===== config.mk =====
export PLATFORM = sky130hd
export DESIGN_NAME = ctrl_admin_regs
export DESIGN_NICKNAME = d
export VERILOG_FILES = /design/src/rtl/ctrl_admin_pkg.sv /design/src/rtl/ctrl_irq_mask.sv /design/src/rtl/ctrl_base_pair.sv /design/src/rtl/ctrl_cfg_check.sv /design/src/rtl/ctrl_admin_regs.sv
export SDC_FILE = /design/constraint.sdc
export NUM_CORES = 1
export LEC_CHECK = 0
export CELL_PAD_IN_SITES_DETAIL_PLACEMENT = 2
export CELL_PAD_IN_SITES_GLOBAL_PLACEMENT = 2
export CORE_AREA = 5 5 174 176
export CTS_CLUSTER_DIAMETER = 50
export CTS_CLUSTER_SIZE = 10
export DETAILED_ROUTE_END_ITERATION = 12
export DIE_AREA = 0 0 179 181
export DONT_BUFFER_PORTS = 1
export HOLD_SLACK_MARGIN = 0.03
export PLACE_DENSITY_LB_ADDON = 0.2
export SETUP_SLACK_MARGIN = 0.02
export SYNTH_ARGS = -nofsm -noshare
export SYNTH_HDL_FRONTEND = slang
export SYNTH_SLANG_ARGS = --single-unit

===== constraint.sdc =====
create_clock -name clk -period 5.7 [get_ports clk]
set_clock_uncertainty 0.2 [all_clocks]
set_input_delay 0.285 -clock clk [delete_from_list [all_inputs] [get_ports clk]]
set_output_delay 0.285 -clock clk [all_outputs]
set_load 0.005 [all_outputs]

===== src/rtl/ctrl_admin_pkg.sv =====
package ctrl_admin_pkg;

  localparam int REG_W = 32;

  // register offsets (byte addresses)
  localparam logic [7:0] OFS_CAP_LO = 8'h00;
  localparam logic [7:0] OFS_CAP_HI = 8'h04;
  localparam logic [7:0] OFS_VER    = 8'h08;
  localparam logic [7:0] OFS_MSET   = 8'h0C;
  localparam logic [7:0] OFS_MCLR   = 8'h10;
  localparam logic [7:0] OFS_CFG    = 8'h14;
  localparam logic [7:0] OFS_STAT   = 8'h1C;
  localparam logic [7:0] OFS_AQA    = 8'h24;
  localparam logic [7:0] OFS_SQB_LO = 8'h28;
  localparam logic [7:0] OFS_CQB_LO = 8'h30;

  // configuration word field positions
  localparam int CFG_EN   = 0;
  localparam int CFG_MPS  = 7;
  localparam int CFG_SHN  = 14;
  localparam int CFG_SQES = 16;
  localparam int CFG_CQES = 20;

  // admin size field positions
  localparam int AQA_SQ = 0;
  localparam int AQA_CQ = 16;

  // status bits
  localparam int ST_RDY  = 0;
  localparam int ST_CFS  = 1;
  localparam int ST_SHDN = 3;
  localparam int ST_W    = 4;

  function automatic logic [31:0] page_bytes_f(input logic [3:0] mps);
    return 32'd1 << (32'(mps) + 32'd12);
  endfunction

  function automatic logic base_aligned_f(input logic [63:0] base, input logic [3:0] mps);
    logic [63:0] low_mask;
    low_mask = (64'd1 << (64'(mps) + 64'd12)) - 64'd1;
    return (base & low_mask) == 64'd0;
  endfunction

  function automatic logic [15:0] entry_bytes_f(input logic [3:0] expo);
    return 16'd1 << expo;
  endfunction

endpackage


===== src/rtl/ctrl_irq_mask.sv =====
module ctrl_irq_mask
  import ctrl_admin_pkg::*;
(
  input  logic             clk,
  input  logic             rst_n,
  input  logic             set_wr,
  input  logic             clr_wr,
  input  logic [REG_W-1:0] data,
  output logic [REG_W-1:0] mask_q
);

  always_ff @(posedge clk or negedge rst_n) begin
    if (!rst_n)      mask_q <= '0;
    else if (set_wr) mask_q <= mask_q | data;
    else if (clr_wr) mask_q <= mask_q & ~data;
  end

  AST_MASK_SET_ORS: assert property (@(posedge clk) disable iff (!rst_n)
    set_wr |=> ((mask_q & $past(data)) == $past(data)));

  AST_MASK_CLR_DROPS: assert property (@(posedge clk) disable iff (!rst_n)
    (clr_wr && !set_wr) |=> ((mask_q & $past(data)) == '0));

endmodule


===== src/rtl/ctrl_base_pair.sv =====
module ctrl_base_pair
  import ctrl_admin_pkg::*;
(
  input  logic             clk,
  input  logic             rst_n,
  input  logic             lo_wr,
  input  logic             hi_wr,
  input  logic [REG_W-1:0] data,
  output logic [63:0]      base_q
);

  always_ff @(posedge clk or negedge rst_n) begin
    if (!rst_n)     base_q <= '0;
    else if (lo_wr) base_q <= {32'd0, data};
    else if (hi_wr) base_q[63:32] <= base_q[63:32] | data;
  end

  AST_LOW_CLEARS_HIGH: assert property (@(posedge clk) disable iff (!rst_n)
    lo_wr |=> (base_q[63:32] == 32'd0));

  AST_HIGH_KEEPS_LOW: assert property (@(posedge clk) disable iff (!rst_n)
    (hi_wr && !lo_wr) |=> (base_q[31:0] == $past(base_q[31:0])));

endmodule


===== src/rtl/ctrl_cfg_check.sv =====
module ctrl_cfg_check #(
  parameter int MPS_MIN  = 0,
  parameter int MPS_MAX  = 4,
  parameter int SQES_MIN = 6,
  parameter int SQES_MAX = 6,
  parameter int CQES_MIN = 4,
  parameter int CQES_MAX = 4
) (
  input  logic [3:0]  mps,
  input  logic [3:0]  sqes,
  input  logic [3:0]  cqes,
  input  logic [63:0] sq_base,
  input  logic [63:0] cq_base,
  input  logic [11:0] sq_size,
  input  logic [11:0] cq_size,
  input  logic        queues_live,
  output logic        cfg_ok
);
  import ctrl_admin_pkg::*;

  // individual rule violations, named for debug and assertions
  logic bad_base_zero, bad_base_align, bad_page, bad_sqes, bad_cqes, bad_size, bad_live;

  always_comb begin
    bad_base_zero  = (sq_base == 64'd0) || (cq_base == 64'd0);
    bad_base_align = !base_aligned_f(sq_base, mps) || !base_aligned_f(cq_base, mps);
    bad_page       = (int'(mps) < MPS_MIN) || (int'(mps) > MPS_MAX);
    bad_sqes       = (int'(sqes) < SQES_MIN) || (int'(sqes) > SQES_MAX);
    bad_cqes       = (int'(cqes) < CQES_MIN) || (int'(cqes) > CQES_MAX);
    bad_size       = (sq_size == 12'd0) || (cq_size == 12'd0);
    bad_live       = queues_live;
    cfg_ok = !(bad_base_zero | bad_base_align | bad_page | bad_sqes |
               bad_cqes | bad_size | bad_live);
  end

endmodule


===== src/rtl/ctrl_admin_regs.sv =====
module ctrl_admin_regs
  import ctrl_admin_pkg::*;
#(
  parameter int          ADDR_W   = 12,
  parameter logic [15:0] MQES     = 16'h07FF,
  parameter logic [7:0]  TMO      = 8'h0F,
  parameter logic [7:0]  CSS      = 8'h01,
  parameter int          MPS_MIN  = 0,
  parameter int          MPS_MAX  = 4,
  parameter int          SQES_MIN = 6,
  parameter int          SQES_MAX = 6,
  parameter int          CQES_MIN = 4,
  parameter int          CQES_MAX = 4,
  parameter logic [31:0] VERSION  = 32'h0001_0100
) (
  input  logic              clk,
  input  logic              rst_n,
  input  logic              bus_wr,
  input  logic [ADDR_W-1:0] bus_addr,
  input  logic [REG_W-1:0]  bus_wdata,
  output logic [REG_W-1:0]  bus_rdata,
  output logic [31:0]       page_bytes,
  output logic [15:0]       sq_entry_bytes,
  output logic [15:0]       cq_entry_bytes,
  output logic              admin_setup,
  output logic              queue_teardown
);

  localparam logic [31:0] CAP_LO = {TMO, 5'd0, 2'd1, 1'b1, MQES};
  localparam logic [31:0] CAP_HI = {8'd0, 4'(MPS_MAX), 4'(MPS_MIN), 3'd0, CSS, 5'd0};
  localparam int NBASE = 2;

  // address decode
  logic hit_mset, hit_mclr, hit_cfg, hit_aqa, hit_known;
  always_comb begin
    hit_mset  = bus_addr == ADDR_W'(OFS_MSET);
    hit_mclr  = bus_addr == ADDR_W'(OFS_MCLR);
    hit_cfg   = bus_addr == ADDR_W'(OFS_CFG);
    hit_aqa   = bus_addr == ADDR_W'(OFS_AQA);
    hit_known = hit_mset | hit_mclr | hit_cfg | hit_aqa |
                (bus_addr == ADDR_W'(OFS_CAP_LO)) | (bus_addr == ADDR_W'(OFS_CAP_HI)) |
                (bus_addr == ADDR_W'(OFS_VER))    | (bus_addr == ADDR_W'(OFS_STAT))   |
                (bus_addr >= ADDR_W'(OFS_SQB_LO) && bus_addr <= ADDR_W'(OFS_CQB_LO + 8'h4) &&
                 bus_addr[1:0] == 2'b00);
  end

  // interrupt mask
  logic [REG_W-1:0] mask_q;
  ctrl_irq_mask u_mask (
    .clk(clk), .rst_n(rst_n),
    .set_wr(bus_wr && hit_mset), .clr_wr(bus_wr && hit_mclr),
    .data(bus_wdata), .mask_q(mask_q)
  );

  // admin base address pairs: index 0 submission, 1 completion
  logic [63:0] base_q [NBASE];
  for (genvar g = 0; g < NBASE; g++) begin : g_base
    localparam logic [7:0] LO_OFS = OFS_SQB_LO + 8'(8 * g);
    ctrl_base_pair u_pair (
      .clk(clk), .rst_n(rst_n),
      .lo_wr(bus_wr && bus_addr == ADDR_W'(LO_OFS)),
      .hi_wr(bus_wr && bus_addr == ADDR_W'(LO_OFS + 8'h4)),
      .data(bus_wdata), .base_q(base_q[g])
    );
  end

  // admin sizes
  logic [REG_W-1:0] aqa_q;
  always_ff @(posedge clk or negedge rst_n) begin
    if (!rst_n)                  aqa_q <= '0;
    else if (bus_wr && hit_aqa)  aqa_q <= bus_wdata;
  end

  // validation of the word being written
  logic live_q, cfg_ok;
  ctrl_cfg_check #(
    .MPS_MIN(MPS_MIN), .MPS_MAX(MPS_MAX), .SQES_MIN(SQES_MIN),
    .SQES_MAX(SQES_MAX), .CQES_MIN(CQES_MIN), .CQES_MAX(CQES_MAX)
  ) u_check (
    .mps(bus_wdata[CFG_MPS +: 4]), .sqes(bus_wdata[CFG_SQES +: 4]),
    .cqes(bus_wdata[CFG_CQES +: 4]),
    .sq_base(base_q[0]), .cq_base(base_q[1]),
    .sq_size(aqa_q[AQA_SQ +: 12]), .cq_size(aqa_q[AQA_CQ +: 12]),
    .queues_live(live_q), .cfg_ok(cfg_ok)
  );

  // configuration edge engine: the write is applied in steps, each step
  // seeing the configuration left by the one before it
  logic [REG_W-1:0] cfg_q, cfg_n;
  logic [ST_W-1:0]  stat_q, stat_n;
  logic             live_n, setup_n, down_n;
  logic             d_en, d_sh;

  always_comb begin
    cfg_n   = cfg_q;
    stat_n  = stat_q;
    live_n  = live_q;
    setup_n = 1'b0;
    down_n  = 1'b0;
    d_en    = bus_wdata[CFG_EN];
    d_sh    = bus_wdata[CFG_SHN +: 2] != 2'b00;
    if (bus_wr && hit_cfg) begin
      if (!d_en && !d_sh && !cfg_n[CFG_EN] && cfg_n[CFG_SHN +: 2] == 2'b00)
        cfg_n = bus_wdata;
      if (d_en && !cfg_n[CFG_EN]) begin
        cfg_n = bus_wdata;
        if (cfg_ok) begin
          stat_n  = ST_W'(1 << ST_RDY);
          setup_n = 1'b1;
          live_n  = 1'b1;
        end else begin
          stat_n  = ST_W'(1 << ST_CFS);
        end
      end else if (!d_en && cfg_n[CFG_EN]) begin
        cfg_n          = '0;
        stat_n[ST_RDY] = 1'b0;
        down_n         = 1'b1;
        live_n         = 1'b0;
      end
      if (d_sh && cfg_n[CFG_SHN +: 2] == 2'b00) begin
        cfg_n           = bus_wdata;
        stat_n[ST_SHDN] = 1'b1;
        down_n          = 1'b1;
        live_n          = 1'b0;
      end else if (!d_sh && cfg_n[CFG_SHN +: 2] != 2'b00) begin
        cfg_n           = bus_wdata;
        stat_n[ST_SHDN] = 1'b0;
      end
    end
  end

  always_ff @(posedge clk or negedge rst_n) begin
    if (!rst_n) begin
      cfg_q          <= '0;
      stat_q         <= '0;
      live_q         <= 1'b0;
      admin_setup    <= 1'b0;
      queue_teardown <= 1'b0;
    end else begin
      cfg_q          <= cfg_n;
      stat_q         <= stat_n;
      live_q         <= live_n;
      admin_setup    <= setup_n;
      queue_teardown <= down_n;
    end
  end

  // derived sizes
  always_comb begin
    page_bytes     = page_bytes_f(cfg_q[CFG_MPS +: 4]);
    sq_entry_bytes = entry_bytes_f(cfg_q[CFG_SQES +: 4]);
    cq_entry_bytes = entry_bytes_f(cfg_q[CFG_CQES +: 4]);
  end

  // read mux
  always_comb begin
    case (bus_addr)
      ADDR_W'(OFS_CAP_LO):         bus_rdata = CAP_LO;
      ADDR_W'(OFS_CAP_HI):         bus_rdata = CAP_HI;
      ADDR_W'(OFS_VER):            bus_rdata = VERSION;
      ADDR_W'(OFS_MSET),
      ADDR_W'(OFS_MCLR):           bus_rdata = mask_q;
      ADDR_W'(OFS_CFG):            bus_rdata = cfg_q;
      ADDR_W'(OFS_STAT):           bus_rdata = REG_W'(stat_q);
      ADDR_W'(OFS_AQA):            bus_rdata = aqa_q;
      ADDR_W'(OFS_SQB_LO):         bus_rdata = base_q[0][31:0];
      ADDR_W'(OFS_SQB_LO + 8'h4):  bus_rdata = base_q[0][63:32];
      ADDR_W'(OFS_CQB_LO):         bus_rdata = base_q[1][31:0];
      ADDR_W'(OFS_CQB_LO + 8'h4):  bus_rdata = base_q[1][63:32];
      default:                     bus_rdata = '0;
    endcase
  end

  AST_SETUP_MEANS_READY: assert property (@(posedge clk) disable iff (!rst_n)
    admin_setup |-> (stat_q[ST_RDY] && cfg_q[CFG_EN]));

  AST_LIVE_NEEDS_EN: assert property (@(posedge clk) disable iff (!rst_n)
    live_q |-> cfg_q[CFG_EN]);

  AST_READY_FATAL_EXCL: assert property (@(posedge clk) disable iff (!rst_n)
    !(stat_q[ST_RDY] && stat_q[ST_CFS]));

  AST_FALL_TEARS_DOWN: assert property (@(posedge clk) disable iff (!rst_n)
    (bus_wr && hit_cfg && !bus_wdata[CFG_EN] && cfg_q[CFG_EN])
      |=> (queue_teardown && !stat_q[ST_RDY]));

  AST_SHUTDOWN_DONE: assert property (@(posedge clk) disable iff (!rst_n)
    (bus_wr && hit_cfg && bus_wdata[CFG_SHN +: 2] != 2'b00 && cfg_q[CFG_SHN +: 2] == 2'b00 &&
     !(bus_wdata[CFG_EN] && !cfg_q[CFG_EN])) |=> stat_q[ST_SHDN]);

  AST_PULSES_EXCL: assert property (@(posedge clk) disable iff (!rst_n)
    $onehot0({admin_setup, queue_teardown}));

  AST_UNLISTED_NO_EFFECT: assert property (@(posedge clk) disable iff (!rst_n)
    (bus_wr && !hit_known) |=> (cfg_q == $past(cfg_q) && aqa_q == $past(aqa_q) &&
                                mask_q == $past(mask_q) && stat_q == $past(stat_q)));

endmodule


==> flow_summary.json, run 1 <==
{
  "status": "complete, but fails checks",
  "violations": "negative hold slack",
  "async_flop_share_pct": 100.0,
  "cts_buffers": 34,
  "clock_latency_ns": 0.51,
  "r2r_end": "cfg_q[6]",
  "initial_utilization_pct": 42.26,
  "synth_edf_count": 0,
  "synthCells": 1287,
  "synthFlopType": "dfrtp_1",
  "worst-path-max-fanout": 26,
  "rsz0062_at_grt": "no",
  "overflow": 0,
  "synth_area_leaders": "dfrtp_1 (48%), mux2_2 (8.5%), nor2_1 (5.1%), nand2_1 (4.9%), a21oi_1 (3.6%)",
  "instances_no_fill": 1684,
  "fin_crit_ns": 4.591,
  "dp.cells": 1593,
  "ant_nets": 0,
  "ys_warn_count": 0,
  "crit_start": "bus_wdata[9]",
  "period_share_pct": 80.55,
  "grt_use_total_pct": 33.75,
  "die_y_um": 181,
  "syn_area_per_cell_um2": 9.348,
  "ys_types": 68,
  "drt-initial-drc-count": 1151,
  "io-pin-count": 145,
  "power.density_nw_per_um2": 280.8,
  "yosysSeqAreaShare_pct": 47.84,
  "r2r.worst_path.cells": 11,
  "insertedDiodeCount": 0,
  "postCtsSetupBuffers": 0,
  "hold_class": "input pin to async pin",
  "m1WireLength_um": 23050,
  "critPathSlowestCell": "dlygate4sd3_1",
  "viasPerCell": 6.690,
  "drc": 0,
  "maxUsedRoutingLayer": "met5",
  "clk_pin_slew_ns": 0.05,
  "cp.buffers_inverters": 3,
  "required_ns": 5.93,
  "n_fill_cell": 2960,
  "synth_top_area_share_pct": 47.84,
  "max-cap-violations": 0,
  "routedWlPerCell_um": 32.88,
  "cts.sinks": 230,
  "port_buffers": 0,
  "mostFrequentLayoutCells": "dfrtp_1 (230), nor2_1 (159), nand2_1 (154)",
  "wl_um": 55370,
  "rows": 62,
  "crit_path_frequent_cell": "ha_1",
  "hpwl_um": 36970,
  "crit_path_max_incr_delay_ns": 0.74,
  "p_leak_nw": 6.240,
  "hold_viol_final": 230,
  "tightestPinTransition_ns": 1.162,
  "crit_family": "simple AND/OR/NAND/NOR gates",
  "cp-end-kind": "flip-flop",
  "clockRootBuffer": "clkbuf_16",
  "wl_met3_um": 3771,
  "grt_pass1_wl_um": 81800,
  "slew_violations": 0,
  "core_um2": 28470,
  "grt_max_degree": 231,
  "dieArea_um2": 32400,
  "start_kind": "input pin",
  "crit_type": "input pin to flip-flop",
  "routed-wl-met2_um": 26340,
  "timing.fmax_ghz": 0.2178,
  "arrival_ns": 4.82,
  "ctsHtreeMaxLevel": 2,
  "clockBufferDepth": 3,
  "peakVddDrop_v": 0.0001702,
  "syn_to_final_growth_pct": 14.53,
  "syn_nets": 1350,
  "cp_num_cells": 14,
  "rr_startpoint": "cfg_q[0]",
  "nNetsFinal": 1345,
  "crit_chain": "dlygate4sd3_1 -> inv_2 -> ha_1 -> and2_1 -> nand3_1 -> ha_1 -> buf_4 -> or3b_1 -> a2111o_1 -> xnor2_1 -> o22ai_1 -> nand4b_1 -> or4b_1 -> o21ai_1",
  "worst_hold_slack_ns": -0.7158,
  "syn_area_um2": 12030,
  "drive_gt1_share_pct": 14.08,
  "grt_pass1_vias": 12140,
  "finalSetupViolations": 0,
  "setup_tns_ns": 0,
  "ys_seq_elements": 230,
  "layout_commonest_cell": "dfrtp_1",
  "yosysTopAreaCell": "dfrtp_1",
  "vias": 11270,
  "power_mw": 3.868,
  "routabilityCongestion": 1.005,
  "postCtsResizedCells": 0,
  "slew_headroom_pct": 22.48,
  "regToRegSetupSlack_ns": 2.26,
  "cts_tree": "built",
  "dr.pass1.iters": 5,
  "die_width_um": 179,
  "cts_hold_buf": 37,
  "antenna_found_initial": 1
}
-- stage by stage --
step	cell area, um^2	utilization (%)	setup WS [ns]
floorplan	12030	-	1.697
global placement	12350	43.36	1.598
detailed placement	12350	43.36	1.497
CTS	13780	48.40	1.169
global route	13780	48.40	0.8839
finish	13780	48.40	1.109
-- worst max-delay path by stage --
stage	end	slack (ns)
2_1_floorplan	live_q	1.70
3_3_place_gp	live_q	1.60
3_5_place_dp	stat_q[0]	1.50
4_1_cts	stat_q[0]	1.17
5_1_grt	live_q	0.88
6_report	live_q	1.11
-- cells by family (layout without fill, tap and decap cells) --
| kind of cell | count (synthesis) | after routing | share of synthesized area (%) |
|---|---|---|---|
| and+or+nand+nor | 517 | 517 | 19.86 |
| muxes | 94 | 94 | 8.768 |
| adders and majority gates | 17 | 17 | 1.747 |
| AOI/OAI and AO/OA | 306 | 306 | 17.50 |
| xor gates and xnor gates | 4 | 4 | 0.2913 |
| buffers and inverters | 119 | 132 | 3.983 |
| DFF | 230 | 230 | 47.84 |
-- power by group --
part | switching [mW] | internal [mW]
sequential | 0.0127 | 1.64
combinational | 0.114 | 0.0591
clock | 0.770 | 1.27
-- area by class of cell --
type | instances | area, um^2 | share of cell area [%]
flip-flops and latches | 230 | 5756 | 41.77
clock inverters | 10 | 142.6 | 1.035
well taps | 384 | 480.5 | 3.487
clock buffers | 44 | 919.6 | 6.675
inverters | 19 | 71.32 | 0.5176
repair buffers | 59 | 548.0 | 3.977
multi-input cells | 938 | 5861 | 42.54
-- synthesized netlist by cell type, types with 16 or more instances --
library cell / n
dfrtp_1: 230
nor2_1: 164
nand2_1: 156
mux2_2: 91
a21oi_1: 87
clkbuf_1: 74
o21ai_0: 60
a22o_1: 47
nor4_1: 44
nand3_1: 42
nor3_1: 34
a221oi_1: 27
a222oi_1: 25
inv_1: 18
a22oi_1: 17
ha_1: 16
nand4_1: 16
-- layer usage --
layer	track usage, %	up-vias
li1	-	4710
met1	44.11	6016
met2	54.85	431
met3	7.316	107
met4	12.68	2
met5	0	-
No activity file was read; power rests on OpenSTA's default activity.
==> run 2, diff against run 1 <==
--- a/config.mk
+++ b/config.mk
@@ -7,11 +7,11 @@
 export LEC_CHECK = 0
 export CELL_PAD_IN_SITES_DETAIL_PLACEMENT = 2
 export CELL_PAD_IN_SITES_GLOBAL_PLACEMENT = 2
-export CORE_AREA = 5 5 174 176
+export CORE_AREA = 5 5 189 191
 export CTS_CLUSTER_DIAMETER = 50
 export CTS_CLUSTER_SIZE = 10
 export DETAILED_ROUTE_END_ITERATION = 12
-export DIE_AREA = 0 0 179 181
+export DIE_AREA = 0 0 194 196
 export DONT_BUFFER_PORTS = 1
 export HOLD_SLACK_MARGIN = 0.03
 export PLACE_DENSITY_LB_ADDON = 0.2
==> constraint.sdc (replaced) <==
create_clock -name clk -period 3.8 [get_ports clk]
set_clock_uncertainty 0.2 [all_clocks]
set_input_delay 0.19 -clock clk [delete_from_list [all_inputs] [get_ports clk]]
set_output_delay 0.19 -clock clk [all_outputs]
set_load 0.005 [all_outputs]
==> flow_summary.json, run 2 (same netlist as run 1, synthesis figures left out) <==
{
  "grt_pass1_wl_um": 85410,
  "wl_um": 57460,
  "timing.fmax_ghz": 0.2765,
  "cts_buffers": 34,
  "fin_crit_ns": 3.617,
  "worst_hold_slack_ns": -0.8121,
  "clock_latency_ns": 0.52,
  "required_ns": 4.03,
  "status": "complete, but fails checks",
  "period_share_pct": 95.18,
  "cts_hold_buf": 54,
  "hold_class": "input pin to async pin",
  "slew_headroom_pct": 45.07,
  "fin_ws_ns": 0.1833,
  "antenna_found_initial": 0,
  "grt_max_degree": 231,
  "routedWlPerCell_um": 32.17,
  "hold_viol_final": 230,
  "drive_gt1_share_pct": 15.19,
  "post-place-ws_ns": 0.07908,
  "port_buffers": 0,
  "nNetsFinal": 1374,
  "clockRootBuffer": "clkbuf_16",
  "ctsHtreeMaxLevel": 2,
  "peakVddDrop_v": 0.0003066,
  "setup_tns_ns": 0,
  "max-cap-violations": 0,
  "cts.sinks": 230,
  "place_area_um2": 12610,
  "grt_pass1_vias": 11910,
  "crit_path_max_incr_delay_ns": 0.59,
  "layout_commonest_cell": "dfrtp_1",
  "cp-end-kind": "flip-flop",
  "power.density_nw_per_um2": 404.0,
  "drc": 0,
  "hpwl_um": 38950,
  "clk_pin_slew_ns": 0.05,
  "design_area_um2": 14210,
  "viasPerCell": 6.221,
  "slew_violations": 0,
  "crit_type": "input pin to flip-flop",
  "p_leak_nw": 6.395,
  "violations": "negative hold slack",
  "rsz0062_at_grt": "no",
  "start_kind": "input pin",
  "initial_utilization_pct": 35.44,
  "arrival_ns": 3.84,
  "tightestPinTransition_ns": 0.8164,
  "dr.pass1.iters": 7,
  "overflow": 0,
  "clockBufferDepth": 3,
  "postCtsSetupBuffers": 0,
  "die_y_um": 196,
  "finalSetupViolations": 0,
  "vias": 11110,
  "grt_use_total_pct": 29.64,
  "syn_to_final_growth_pct": 18.12,
  "crit_family": "simple AND/OR/NAND/NOR gates",
  "cp.buffers_inverters": 2,
  "drt-initial-drc-count": 790,
  "routabilityCongestion": 0.9855,
  "critPathSlowestCell": "or4b_1",
  "cp_num_cells": 13,
  "cts_tree": "built",
  "die_width_um": 194,
  "rows": 68,
  "dieArea_um2": 38020,
  "r2r.worst_path.cells": 12,
  "post-route-util_pct": 41.86,
  "ant_nets": 0,
  "core_um2": 33950,
  "crit_chain": "dlygate4sd3_1 -> inv_2 -> ha_1 -> and2_2 -> nand3_1 -> ha_2 -> or3b_1 -> a2111o_1 -> xnor2_2 -> o22ai_1 -> nand4b_1 -> or4b_1 -> o21ai_1",
  "mostFrequentLayoutCells": "dfrtp_1 (230), nor2_1 (159), nand2_1 (154)",
  "worst-path-max-fanout": 33,
  "io-pin-count": 145
}
run 2: cell types whose count changed in the layout (fill, tap and decap cells not counted), sizes merged:
cell,change
clkinvlp,+1
buf,+12
dlygate4sd3,+17
diode,+1
clkinv,+4
inv,-2
bufinv,-2
run 2: per-layer routing:
| metal | vias up | wire (um) | track usage, % |
|---|---|---|---|
| li1 | 4758 | - | - |
| met1 | 5984 | 25200 | 40.03 |
| met2 | 294 | 28530 | 50.99 |
| met3 | 74 | 2598 | 4.104 |
| met4 | 0 | 1128 | 6.719 |
| met5 | - | 0 | 0 |
run 2: cell type report:
cell class              instances  area (um^2)
inverters                      19        71.32
diodes                          1        2.502
clock buffers                  44        949.7
well taps                     455        569.3
fillers                      3628        19740
clock inverters                11        96.34
repair buffers                 88        883.3
multi-input cells             938         5882
flip-flops and latches        230         5756
run 2: final timing paths:
| check | start | end | slack (ns) |
|---|---|---|---|
| max reg2reg | cfg_q[0] | cfg_q[10] | 0.30 |
| min | rst_n | cfg_q[5] | -0.81 |
| max | bus_wdata[9] | live_q | 0.18 |
| max in group asynchronous | rst_n | g_base[1].u_pair.base_q[30] | 3.64 |
| min reg2reg | cfg_q[24] | cfg_q[24] | 0.29 |
| min in group clk | bus_addr[11] | cfg_q[0] | 0.06 |
run 2: worst reg2reg max path: stages, from the launching register on:
cell and delay, ns:
dfrtp_1 0.47, inv_1 0.09, ha_1 0.29, nor3_1 0.21, a21o_1 0.13, inv_1 0.05
ha_1 0.26, nor3_1 0.50, o21ai_2 0.11, buf_4 0.32, nand2_1 0.15, dlygate4sd3_1 0.55
o21ai_0 0.08
run 2: where the power goes:
| part | internal [mW] | switching, mW |
|---|---|---|
| sequential | 2.46 | 0.0196 |
| combinational | 0.0986 | 0.174 |
| clock | 1.82 | 1.16 |
| total | 4.38 | 1.36 |
run 2: stage by stage:
step	instances	power (mW)
6_report	1786	5.741
5_1_grt	1785	5.914
3_3_place_gp	1676	2.716
4_1_cts	1785	5.779
2_1_floorplan	1287	2.661
3_5_place_dp	1676	2.718
run 2: timing repair:
| item | 4_1_cts | 5_1_grt |
|---|---|---|
| hold endpoints to repair | 457 | 230 |
| gates resized for setup | 0 | 3 |
| endpoints found under the setup margin | 0 | 4 |
